File: src/rtl/gpio_port_pkg.sv
package gpio_port_pkg;

  // Register offsets decoded on the bus
  localparam int unsigned OFF_LATCH = 32'h00;
  localparam int unsigned OFF_DIR   = 32'h04;
  localparam int unsigned OFF_PULL  = 32'h10;

  // Number of set bits of mask below bit position idx
  function automatic int unsigned bits_below(input logic [31:0] mask, input int unsigned idx);
    int unsigned n;
    n = 0;
    for (int unsigned k = 0; k < idx; k++) begin
      if (mask[k]) n++;
    end
    return n;
  endfunction

endpackage

File: src/rtl/gpio_sync.sv
module gpio_sync #(
  parameter int unsigned WIDTH  = 8,
  parameter int unsigned STAGES = 2
) (
  input  logic             clk,
  input  logic             rst_n,
  input  logic [WIDTH-1:0] din,
  output logic [WIDTH-1:0] dout
);

  logic [WIDTH-1:0] stage_q [STAGES];
  logic [WIDTH-1:0] stage_d [STAGES];

  always_comb begin
    stage_d[0] = din;
    for (int s = 1; s < STAGES; s++) begin
      stage_d[s] = stage_q[s-1];
    end
  end

  always_ff @(posedge clk or negedge rst_n) begin
    if (!rst_n) begin
      for (int s = 0; s < STAGES; s++) stage_q[s] <= '0;
    end else begin
      for (int s = 0; s < STAGES; s++) stage_q[s] <= stage_d[s];
    end
  end

  assign dout = stage_q[STAGES-1];

  generate
    for (genvar g = 1; g < STAGES; g++) begin : g_chk

      sync_shift_chk: assert property (@(posedge clk) disable iff (!rst_n)
        stage_q[g] == $past(stage_q[g-1]));
    end
  endgenerate

endmodule

File: src/rtl/gpio_regs.sv
module gpio_regs #(
  parameter int unsigned PORT_W = 8,
  parameter int unsigned ADDR_W = 5
) (
  input  logic              clk,
  input  logic              rst_n,
  input  logic [ADDR_W-1:0] bus_addr,
  input  logic              bus_wr,
  input  logic              bus_rd,
  input  logic [PORT_W-1:0] bus_wdata,
  input  logic [PORT_W-1:0] pin_sync,
  output logic [PORT_W-1:0] bus_rdata,
  output logic [PORT_W-1:0] latch_q,
  output logic [PORT_W-1:0] dir_q,
  output logic [PORT_W-1:0] pull_q
);
  import gpio_port_pkg::*;

  logic              sel_latch, sel_dir, sel_pull;
  logic              we_latch, we_dir, we_pull;
  logic [PORT_W-1:0] dir_d, pull_d, rdata_d;

  always_comb begin
    sel_latch = (bus_addr == ADDR_W'(OFF_LATCH));
    sel_dir   = (bus_addr == ADDR_W'(OFF_DIR));
    sel_pull  = (bus_addr == ADDR_W'(OFF_PULL));
    we_latch  = bus_wr & sel_latch;
    we_dir    = bus_wr & sel_dir;
    we_pull   = bus_wr & sel_pull;
  end

  always_comb begin
    dir_d  = we_dir  ? bus_wdata : dir_q;
    pull_d = we_pull ? bus_wdata : pull_q;
    if (sel_latch)    rdata_d = (dir_q & latch_q) | (~dir_q & pin_sync);
    else if (sel_dir) rdata_d = dir_q;
    else              rdata_d = '0;
  end

  // Output latch: no reset, by intent
  always_ff @(posedge clk) begin
    if (we_latch) latch_q <= bus_wdata;
  end

  always_ff @(posedge clk or negedge rst_n) begin
    if (!rst_n) begin
      dir_q  <= '0;
      pull_q <= '0;
    end else begin
      dir_q  <= dir_d;
      pull_q <= pull_d;
    end
  end

  always_ff @(posedge clk or negedge rst_n) begin
    if (!rst_n)      bus_rdata <= '0;
    else if (bus_rd) bus_rdata <= rdata_d;
  end


  dir_load_chk: assert property (@(posedge clk) disable iff (!rst_n)
    (bus_wr && bus_addr == ADDR_W'(OFF_DIR)) |=> dir_q == $past(bus_wdata));


  rdata_hold_chk: assert property (@(posedge clk) disable iff (!rst_n)
    !bus_rd |=> $stable(bus_rdata));


  rdata_unmapped_chk: assert property (@(posedge clk) disable iff (!rst_n)
    (bus_rd && bus_addr != ADDR_W'(OFF_LATCH) && bus_addr != ADDR_W'(OFF_DIR))
      |=> bus_rdata == '0);

endmodule

File: src/rtl/gpio_pad_ctl.sv
module gpio_pad_ctl #(
  parameter int unsigned         PORT_W    = 8,
  parameter logic [PORT_W-1:0]   OD_MASK   = 8'hC0,
  parameter logic [PORT_W-1:0]   SLOW_MASK = 8'hC0
) (
  input  logic [PORT_W-1:0] latch_q,
  input  logic [PORT_W-1:0] dir_q,
  input  logic [PORT_W-1:0] pull_q,
  input  logic [PORT_W-1:0] pull_inhibit,
  input  logic              slow_ctl,
  output logic [PORT_W-1:0] pad_out,
  output logic [PORT_W-1:0] pad_oe,
  output logic [PORT_W-1:0] pull_en,
  output logic [PORT_W-1:0] slow_en
);

  generate
    for (genvar i = 0; i < PORT_W; i++) begin : g_pin
      if (OD_MASK[i]) begin : g_od
        assign pad_out[i] = 1'b0;
        assign pad_oe[i]  = dir_q[i] & ~latch_q[i];
      end else begin : g_pp
        assign pad_out[i] = latch_q[i];
        assign pad_oe[i]  = dir_q[i];
      end
      if (SLOW_MASK[i]) begin : g_slow
        assign slow_en[i] = slow_ctl & dir_q[i];
      end else begin : g_fast
        assign slow_en[i] = 1'b0;
      end
      assign pull_en[i] = ~dir_q[i] & ~pull_q[i] & ~pull_inhibit[i];
    end
  endgenerate

endmodule

File: src/rtl/gpio_port8.sv
module gpio_port8 #(
  parameter int unsigned       PORT_W      = 8,
  parameter int unsigned       ADDR_W      = 5,
  parameter int unsigned       SYNC_STAGES = 2,
  parameter logic [PORT_W-1:0] OD_MASK     = 8'hC0,
  parameter logic [PORT_W-1:0] SLOW_MASK   = 8'hC0,
  parameter logic [PORT_W-1:0] IRQ_MASK    = 8'h8F,
  parameter int unsigned       IRQ_W       = gpio_port_pkg::bits_below(32'(IRQ_MASK), PORT_W)
) (
  input  logic              clk,
  input  logic              rst_n,
  input  logic [ADDR_W-1:0] bus_addr,
  input  logic              bus_wr,
  input  logic              bus_rd,
  input  logic [PORT_W-1:0] bus_wdata,
  output logic [PORT_W-1:0] bus_rdata,
  input  logic [PORT_W-1:0] pad_in,
  input  logic [PORT_W-1:0] pull_inhibit,
  input  logic              slow_ctl,
  output logic [PORT_W-1:0] pad_out,
  output logic [PORT_W-1:0] pad_oe,
  output logic [PORT_W-1:0] pull_en,
  output logic [PORT_W-1:0] slow_en,
  output logic [IRQ_W-1:0]  irq_src
);

  logic [PORT_W-1:0] pin_sync, latch_q, dir_q, pull_q;

  gpio_sync #(.WIDTH(PORT_W), .STAGES(SYNC_STAGES)) u_sync (
    .clk  (clk),
    .rst_n(rst_n),
    .din  (pad_in),
    .dout (pin_sync)
  );

  gpio_regs #(.PORT_W(PORT_W), .ADDR_W(ADDR_W)) u_regs (
    .clk      (clk),
    .rst_n    (rst_n),
    .bus_addr (bus_addr),
    .bus_wr   (bus_wr),
    .bus_rd   (bus_rd),
    .bus_wdata(bus_wdata),
    .pin_sync (pin_sync),
    .bus_rdata(bus_rdata),
    .latch_q  (latch_q),
    .dir_q    (dir_q),
    .pull_q   (pull_q)
  );

  gpio_pad_ctl #(.PORT_W(PORT_W), .OD_MASK(OD_MASK), .SLOW_MASK(SLOW_MASK)) u_pad (
    .latch_q     (latch_q),
    .dir_q       (dir_q),
    .pull_q      (pull_q),
    .pull_inhibit(pull_inhibit),
    .slow_ctl    (slow_ctl),
    .pad_out     (pad_out),
    .pad_oe      (pad_oe),
    .pull_en     (pull_en),
    .slow_en     (slow_en)
  );

  generate
    for (genvar i = 0; i < PORT_W; i++) begin : g_irq
      if (IRQ_MASK[i]) begin : g_tap
        localparam int unsigned POS = gpio_port_pkg::bits_below(32'(IRQ_MASK), i);
        assign irq_src[POS] = pin_sync[i];
      end
    end
  endgenerate


  pull_vs_dir_chk: assert property (@(posedge clk) disable iff (!rst_n)
    (pull_en & dir_q) == '0);


  oe_vs_dir_chk: assert property (@(posedge clk) disable iff (!rst_n)
    (pad_oe & ~dir_q) == '0);


  od_never_high_chk: assert property (@(posedge clk) disable iff (!rst_n)
    (pad_oe & pad_out & OD_MASK) == '0);

endmodule

File: config.mk
export PLATFORM = sky130hd
export DESIGN_NAME = gpio_port8
export DESIGN_NICKNAME = d
export VERILOG_FILES = /design/src/rtl/gpio_port_pkg.sv /design/src/rtl/gpio_sync.sv /design/src/rtl/gpio_regs.sv /design/src/rtl/gpio_pad_ctl.sv /design/src/rtl/gpio_port8.sv
export SDC_FILE = /design/constraint.sdc
export NUM_CORES = 1
export LEC_CHECK = 0
export ABC_AREA = 0
export BUFFER_PORTS_ARGS = -buffer_cell sky130_fd_sc_hd__buf_4
export CORE_MARGIN = 2
export CORE_UTILIZATION = 40
export CTS_CLUSTER_DIAMETER = 120
export DETAILED_ROUTE_END_ITERATION = 6
export PLACE_DENSITY = 0.68
export SYNTH_ARGS = -nofsm -noshare
export SYNTH_HDL_FRONTEND = slang
export SYNTH_SLANG_ARGS = --single-unit
File: constraint.sdc
create_clock -name clk -period 1.4 [get_ports clk]
set_clock_uncertainty 0.05 [all_clocks]
set_input_delay 0.07 -clock clk [delete_from_list [all_inputs] [get_ports clk]]
set_output_delay 0.07 -clock clk [all_outputs]
set_load 0.02 [all_outputs]
==> run_results.csv, run 1 <==
group,metric,value,unit
logic_synthesis,dominantRegCellSynth,"dfrtp_1",
route,detail_routed_via_count_per_cell,4.79,
place,place.port_buffers,70,
route,number_of_drc_markers_in_iteration_0,54,
clocking,cts.hold.buffers_added,17,
clocking,clock_transition_at_the_register_clock_pins_on_the_worst_setup_and_hold_paths_after_cts,0.09,ns
logic_synthesis,synthTopCellsByArea,"dfrtp_1 (51%), edfxtp_1 (12%), buf_4 (9.5%)",
layout,layout.filler_cells,427,
worst_setup_path,worstPathMaxFanout,6,
worst_setup_path,crit_path_end_kind,"output port",
timing,final_period_minus_worst_setup_slack,1.29,ns
logic_synthesis,synthXorXnorAreaFrac,0,%
route,post_drt_wl_per_cell,14.4,um
timing,rsz0062_at_grt,"false",
floorplanning,floorplan_die_area,0.00551,mm2
route,drt_first_pass_iters,4,
timing,slew_violations,0,
logic_synthesis,synth_fa_ha_area_share,0,%
clocking,tritoncts,"done",
clocking,root_buffer,"clkbuf_8",
logic_synthesis,syn-instance-count,149,
place,finalWeightedCongestion,0.738,
power,ir_drop,0.579,mV
clocking,ctsHtreeMaxLevel,2,
floorplanning,start_util,41.5,%
place,dp_hpwl,2990,um
floorplanning,floorplan.die.width,74.2,um
logic_synthesis,netlist-cell-type-count,25,
route,drc_errors,0,
route,drt-total-wl,4240,um
clocking,cts_made_buffers,5,
power,cellPowerDensity,1170,mW/mm2
logic_synthesis,synth_top_area_share,50.7,%
worst_setup_path,launching_element_type_of_the_critical_path,"register",
layout,final_nets,261,
worst_hold_path,timing.hold.worst.class,"input port to register",
route,detail-route-antenna-nets,0,
layout,fin_area,0.00274,mm2
timing,whs,0.103,ns
floorplanning,io-pin-count,79,
global_route,number_of_global_route_vias_before_repair,1408,
route,routed-via-count,1414,
floorplanning,core_area,0.00475,mm2
place,placed_area,0.00246,mm2
worst_setup_path,criticalPathCategory,"register to output port",
status,status,"complete, no violations",
clocking,worst_skew_pair.late_latency,0.30,ns
worst_setup_path,worst-endpoint-required,1.28,ns
logic_synthesis,synth.largest_area_cell,"dfrtp_1",
global_route,grt_overflow,0,
floorplanning,die_h,74.2,um
timing,post_route_clock_period_utilization,92.3,%
timing,timing.final.hold_violations,0,
logic_synthesis,ys_seq_area_share,62.9,%
worst_setup_path,signal_arrival_time_at_the_worst_endpoint,1.17,ns
place,post-place-ws,-0.0773,ns
power,leakagePower,0.00131,uW
clocking,cts_max_path_buffers,2,
logic_synthesis,async_reset_ff_share,83.3,%
logic_synthesis,combinational_family_with_the_most_area_after_synthesis,"simple AND/OR/NAND/NOR gates",
timing,setup_viol,0,
clocking,clock-sinks,48,
logic_synthesis,mappedNetlistArea,0.00197,mm2
layout,antennaDiodeCount,0,
logic_synthesis,syn-mean-instance-area,13.2,um2
clocking,postCtsSetupBuffers,0,
timing,layout_setup_ws,0.108,ns
logic_synthesis,synthSimpleGateAreaFrac,10.9,%
logic_synthesis,synth_seq_cells,48,
layout,area_growth,38.9,%
layout,drive_gt1_share,44.7,%
clocking,post_cts.resized_instances,0,
global_route,grt_start_max_net_pins,41,
logic_synthesis,synth-compound-area-share,6.28,%
logic_synthesis,synth-edff-count,8,
layout,post-route-util,57.6,%
floorplanning,fp-row-count,25,
global_route,grt_antenna_before_repair,0,
global_route,grt_util_all_layers,16.7,%
flow_run,drv.max_cap_violation_count,0,
logic_synthesis,post_synth_mux_area_share,9.13,%
global_route,grt_first_pass_wirelength,6690,um
timing,fmaxAchievable,0.774,GHz
logic_synthesis,number_of_synthesis_warnings,0,
-- final timing paths --
path | from | to | slack, ns | cells after the start
max | u_regs.dir_q[7] | pull_en[7] | 0.11 | 2
min | bus_addr[3] | u_regs.bus_rdata[6] | 0.10 | 3
max reg2reg | u_regs.dir_q[3] | u_regs.bus_rdata[3] | 0.22 | 2
min reg2reg | u_sync.stage_d[3] | u_sync.dout[3] | 0.30 | 0
max in group asynchronous | rst_n | u_sync.dout[5] | 0.72 | 2
min in group asynchronous | rst_n | u_regs.pull_q[0] | 0.23 | 2
-- critical path: stages (launching register included) --
cell and delay [ns]:
dfrtp_1 0.44, nor3_1 0.25, buf_4 0.18
-- registers in the layout (all words and copies together) (netlist names) --
signal and cells:
u_regs.latch_q 8, u_regs.dir_q 8, u_regs.pull_q 8, u_sync.dout 8
u_sync.stage_d 8, u_regs.bus_rdata 8
-- Yosys cell counts (3+ instances only) --
master and number:
edfxtp_1 8, nor2b_1 3, dfrtp_1 40, nor4b_1 5
nor3_1 14, buf_4 25, a211o_1 5, o21ai_0 6
nor2_1 4, mux2_2 16
-- per-layer routing --
metal,vias to the layer above,wire (um),global-route usage (%),share of wire [%]
li1,657,-,-,-
met1,679,1670,18.8,39
met2,68,2120,29.5,50
met3,10,374,5.69,8.8
met4,0,79,6.55,1.9
met5,-,0,0,0
-- area by class of cell --
cell class,count,area [um2],area share [%]
multi-input cells,78,561,20.5
flip-flops and latches,48,1240,45.3
inverters,1,3.75,0.137
clock buffers,6,93.8,3.42
well taps,67,83.8,3.06
clock inverters,2,16.3,0.594
repair buffers,93,741,27.0
-- per-stage QoR --
step	total power, uW	instances	setup TNS (ns)
floorplan	2030	156	0
global placement	2260	270	-0.164
detailed placement	2270	270	-0.350
global route	3390	295	0
CTS	3250	295	0
finish	3210	295	0
-- power breakdown --
part           switching (uW)  internal [uW]
Combinational             309            328
Sequential                101           1540
Clock                     471            466
Total                     882           2330
-- cells in the final DEF (no fill, tap or decap), types with 3 or more instances in the layout --
cell type and n:
a211o_1 5, buf_4 76, clkbuf_8 5, conb_1 8, dfrtp_1 40, dlygate4sd3_1 17
edfxtp_1 8, mux2_2 16, nor2_1 4, nor2b_1 3, nor3_1 13, nor4b_1 5
o21ai_0 6
-- kinds of logic (layout without fill, tap and decap cells) --
logic type	after synthesis	after routing
flops	48	48
mux	16	16
other cells	1	8
simple gates	36	36
buf+inv	30	102
compound gates	18	18
(Power assumes the default switching activity.)
==> inputs of run 2 (changes only) <==
Clock period 1.4 ns to 1.2 ns, I/O delays scaled along.
==> run 2 against run 1 <==
  * Combinational power increased by 40%
  * Global-route usage up 0.73 points
  * Wire length grew 2.0%
  * Largest cell class unchanged
  * Sequential share of layout area down 2.2 points
  * Critical endpoint is now pull_en[3]
  * Final area increased by 5.2%
  * Sequential cell count unchanged
  * Highest routed layer unchanged
  * Critical path depth up 1
  * Worst hold slack got worse by 0.055 ns
==> run_results.csv, run 2 (synthesized netlist as in run 1, its figures left out) <==
group,metric,value,unit
status,status,"complete, no violations",
worst_setup_path,worstPathMaxFanout,4,
power,ir_drop,0.870,mV
worst_setup_path,ff_to_ff_start,"u_regs.dir_q[3]",
place,post-place-ws,-0.235,ns
layout,final_nets,274,
clocking,clock_transition_at_the_register_clock_pins_on_the_worst_setup_and_hold_paths_after_cts,0.08,ns
route,detail-route-antenna-nets,0,
worst_setup_path,crit_path_top_delay_cell,"dfrtp_1",
worst_hold_path,timing.hold.worst.class,"input port to register",
floorplanning,floorplan_die_area,0.00551,mm2
place,dp_hpwl,3160,um
worst_setup_path,crit_path_end_kind,"output port",
timing,setup_total_negative_slack,0,ns
route,number_of_drc_markers_in_iteration_0,85,
timing,rsz0062_at_grt,"true",
floorplanning,io-pin-count,79,
floorplanning,start_util,41.5,%
global_route,grt_start_max_net_pins,41,
clocking,ctsHtreeMaxLevel,2,
route,drc_errors,0,
floorplanning,floorplan.die.width,74.2,um
worst_setup_path,reg2reg_to,"u_regs.bus_rdata[3]",
clocking,clock-sinks,48,
route,detail_routed_via_count_per_cell,4.67,
timing,max_slew.worst_pin.slew,0.501,ns
timing,fmaxAchievable,0.845,GHz
layout,final_common_cell,"buf_4",
worst_setup_path,cp_max_stage_delay,0.39,ns
timing,setup_viol,0,
worst_hold_path,timing.hold.worst_endpoint,"u_regs.bus_rdata[7]",
floorplanning,fp-row-count,25,
power,fin_total_pwr,3750,uW
route,drt_first_pass_iters,4,
layout,area_growth,46.1,%
global_route,number_of_global_route_vias_before_repair,1454,
layout,drive_gt1_share,51.5,%
timing,final_period_minus_worst_setup_slack,1.18,ns
clocking,cts_max_path_buffers,2,
worst_setup_path,launching_element_type_of_the_critical_path,"register",
worst_setup_path,r2r_slack,0.07,ns
global_route,grt_overflow,0,
power,cellPowerDensity,1300,mW/mm2
worst_setup_path,reg2reg_depth,2,
worst_setup_path,signal_arrival_time_at_the_worst_endpoint,1.07,ns
global_route,grt_util_all_layers,17.5,%
floorplanning,core_area,0.00475,mm2
timing,timing.final.hold_violations,0,
global_route,grt_first_pass_wirelength,7020,um
worst_setup_path,path_common_cell,"buf_6",
clocking,root_buffer,"clkbuf_8",
timing,slew_violations,0,
layout,antennaDiodeCount,0,
worst_setup_path,criticalPathCategory,"register to output port",
timing,post_route_clock_period_utilization,98.7,%
place,finalWeightedCongestion,0.761,
timing,slew-limit-headroom,66.6,%
layout,fin_area,0.00288,mm2
clocking,cts_made_buffers,5,
place,place.port_buffers,70,
clocking,tritoncts,"done",
timing,layout_setup_ws,0.0159,ns
floorplanning,die_h,74.2,um
route,drt-total-wl,4320,um
clocking,worst_skew_pair.late_latency,0.30,ns
global_route,grt_antenna_before_repair,0,
power,leakagePower,0.00138,uW
layout,layout.cells.most_common_list,"buf_4 (87), dfrtp_1 (39), dlygate4sd3_1 (17), mux2_2 (16)",
route,routed-via-count,1437,
place,placed_area,0.00252,mm2
worst_setup_path,critical_path.cell_chain,"buf_6 -> nor3_4 -> buf_6",
worst_setup_path,worst-endpoint-required,1.09,ns
worst_hold_path,worstHoldPathCells,3,
flow_run,drv.max_cap_violation_count,0,
worst_hold_path,timing.hold.worst.start,"bus_addr[3]",
route,post_drt_wl_per_cell,14.0,um
[run 2: worst max-delay path by stage]
stage / start / to / slack [ns] / cells after the start
2_1_floorplan: bus_addr[4] / u_regs.bus_rdata[3] / -0.06 / 3
3_3_place_gp: bus_addr[4] / u_regs.bus_rdata[3] / -0.21 / 4
3_5_place_dp: bus_addr[4] / u_regs.bus_rdata[0] / -0.23 / 5
4_1_cts: u_regs.dir_q[3] / pull_en[3] / -0.003 / 3
5_1_grt: u_regs.dir_q[3] / pull_en[3] / -0.05 / 3
6_report: u_regs.dir_q[3] / pull_en[3] / 0.02 / 3
[run 2: layer usage]
metal | global-route usage (%) | vias up | routed length (um)
met5 | 0 | - | 0
met3 | 5.01 | 7 | 281
met1 | 22.7 | 696 | 1820
met4 | 6.55 | 0 | 66
li1 | - | 676 | -
met2 | 28.1 | 58 | 2150
[run 2: repair_timing]
| action | 4_1_cts | 5_1_grt |
|---|---|---|
| buffers inserted | 6 | 0 |
| pin swaps | 3 | 3 |
| hold buffers | 17 | 0 |
| gates cloned | 0 | 0 |
| resized for setup | 3 | 10 |
| endpoints found under the hold margin | 72 | 0 |
| setup endpoints to repair | 8 | 10 |
[run 2: report_power, final]
group | internal, uW | total (uW) | switching [uW]
clock | 470 | 963 | 493
sequential | 1800 | 1900 | 103
combinational | 470 | 889 | 419
[run 2: metrics by stage]
stage | util [%] | hold slack (ns) | cells
finish | 60.6 | 0.0484 | 308
global route | 60.6 | 0.0559 | 308
CTS | 59.6 | 0.0397 | 308
detailed placement | 52.9 | 0.0152 | 277
global placement | 52.9 | 0.0189 | 277
floorplan | - | -0.286 | 156
[run 2: area by class of cell]
class	instances	area (um2)
well taps	67	83.8
repair buffers	106	846
clock buffers	8	90.1
multi-input cells	78	617
inverters	1	3.75
flip-flops and latches	48	1240
fillers	396	1870
[run 2: critical path: cells and delay by family (launching register included)]
family	cells	cell delay, ns
AND/OR/NAND/NOR	1	0.12
buffers and inverters	2	0.27
flip-flops	1	0.39
==> inputs of run 3 (changes only) <==
Settings changed: SETUP_SLACK_MARGIN from default to 0.4.
==> run 3 against run 2 <==
  * Core utilization increased by 12 points
  * Global-route usage rose by 2.6 points
  * Clock power rose by 17%
  * Critical endpoint unchanged
  * Sequential cell count stayed put
  * Critical path depth is the same
  * First-iteration DRC count decreased by 47%
==> run_results.csv, run 3 (synthesized netlist as in run 1, its figures left out) <==
group,metric,value,unit
timing,slew_violations,0,
place,dp_hpwl,3290,um
floorplanning,fp-row-count,25,
floorplanning,start_util,41.5,%
clocking,clock_transition_at_the_register_clock_pins_on_the_worst_setup_and_hold_paths_after_cts,0.08,ns
power,ir_drop,0.933,mV
place,post-place-ws,-0.224,ns
route,drc_errors,0,
power,leakagePower,0.00163,uW
clocking,ctsHtreeMaxLevel,2,
timing,final_period_minus_worst_setup_slack,1.17,ns
worst_setup_path,signal_arrival_time_at_the_worst_endpoint,1.06,ns
timing,rsz0062_at_grt,"true",
timing,layout_setup_ws,0.0315,ns
flow_run,drv.max_cap_violation_count,0,
route,routed-via-count,1551,
worst_setup_path,criticalPathCategory,"register to output port",
layout,layout.filler_cells,317,
global_route,grt_overflow,0,
global_route,grt_start_max_net_pins,41,
clocking,tritoncts,"done",
layout,area_growth,75.3,%
timing,post_route_clock_period_utilization,97.4,%
floorplanning,die_h,74.2,um
layout,drive_gt1_share,63.6,%
timing,fmaxAchievable,0.856,GHz
power,cellPowerDensity,1270,mW/mm2
place,place.detailed.instances,276,
route,number_of_drc_markers_in_iteration_0,45,
layout,final_nets,286,
status,status,"complete, no violations",
route,post_drt_wl_per_cell,17.3,um
place,place.port_buffers,70,
floorplanning,io-pin-count,79,
layout,layout.cells.most_common_list,"buf_6 (57), buf_4 (42), dfrtp_1 (33), dlygate4sd3_1 (17), mux2_4 (16)",
clocking,clock-sinks,48,
route,detail-route-antenna-nets,0,
worst_setup_path,launching_element_type_of_the_critical_path,"register",
global_route,grt_util_all_layers,20.0,%
global_route,grt_first_pass_wirelength,8060,um
worst_setup_path,crit_path_end_kind,"output port",
layout,finalNonFillerCells,320,
layout,antennaDiodeCount,0,
floorplanning,floorplan_die_area,0.00551,mm2
timing,setup_viol,0,
route,drt_first_pass_iters,4,
place,finalWeightedCongestion,0.686,
clocking,worst_skew_pair.late_latency,0.29,ns
route,detail_routed_via_count_per_cell,4.85,
global_route,grt_antenna_before_repair,0,
worst_setup_path,worst-endpoint-required,1.09,ns
floorplanning,floorplan.die.width,74.2,um
route,drt-total-wl,5530,um
clocking,cts_max_path_buffers,2,
layout,final_common_cell,"buf_6",
timing,timing.final.hold_violations,0,
floorplanning,core_area,0.00475,mm2
worst_hold_path,timing.hold.worst.class,"input port to register",
global_route,number_of_global_route_vias_before_repair,1639,
clocking,cts_made_buffers,5,
worst_setup_path,worstPathMaxFanout,3,
clocking,root_buffer,"clkbuf_8",
## run 3: worst max-delay path, stage by stage, from the launching register on
cell and delay, ns:
dfrtp_1 0.40, buf_6 0.13, nor3_4 0.11, buf_6 0.13
## run 3: repair_timing
action	4_1_cts	5_1_grt
hold buffers	17	6
endpoints found under the hold margin	72	18
pin swaps	4	13
setup buffers	12	7
resized for setup	84	29
cloned	0	0
endpoints found under the setup margin	69	75
## run 3: final cells by class
class / instances / area (um2) / share of cell area, %
tap: 67 / 83.8 / 2.42
clock inverter: 2 / 35.0 / 1.01
timing repair buffer: 118 / 1160 / 33.5
multi-input combinational: 78 / 857 / 24.8
sequential: 48 / 1250 / 36.1
clock buffer: 6 / 72.6 / 2.10
inverter: 1 / 3.75 / 0.108
## run 3: where the power goes
| part | switching [uW] | internal (uW) | total, uW |
|---|---|---|---|
| clock network | 508 | 618 | 1130 |
| logic | 499 | 769 | 1270 |
| registers | 196 | 1810 | 2000 |
## run 3: path summary, 6_finish.rpt
path / end / slack [ns] / cells after the start / start
max in group asynchronous: u_regs.dir_q[2] / 0.64 / 2 / rst_n
max reg2reg: u_regs.dir_q[3] / 0.04 / 4 / u_regs.dir_q[3]
min: u_regs.bus_rdata[7] / 0.14 / 3 / bus_rd
max: pull_en[3] / 0.03 / 3 / u_regs.dir_q[3]
min in group asynchronous: u_regs.bus_rdata[2] / 0.18 / 2 / rst_n
min reg2reg: u_sync.dout[0] / 0.30 / 0 / u_sync.stage_d[0]
## run 3: per-stage QoR
| step | TNS, ns | instance area (um2) | hold slack, ns | util (%) | power, uW |
|---|---|---|---|---|---|
| floorplan | -0.423 | 2140 | -0.286 | - | 2480 |
| global placement | -1.47 | 2610 | 0.0103 | 55.0 | 2760 |
| detailed placement | -1.98 | 2610 | 0.0166 | 55.0 | 2790 |
| CTS | 0 | 3270 | 0.110 | 68.7 | 4260 |
| global route | -0.0223 | 3460 | 0.148 | 72.8 | 4590 |
| finish | 0 | 3460 | 0.141 | 72.8 | 4400 |
## run 3: per-layer routing
layer / global-route usage [%] / part of all wire, % / up-vias
met2: 36.2 / 56 / 61
met1: 23.4 / 37 / 774
met3: 5.01 / 5.0 / 14
met4: 6.55 / 1.7 / 0
li1: - / - / 702
met5: 0 / 0 / -
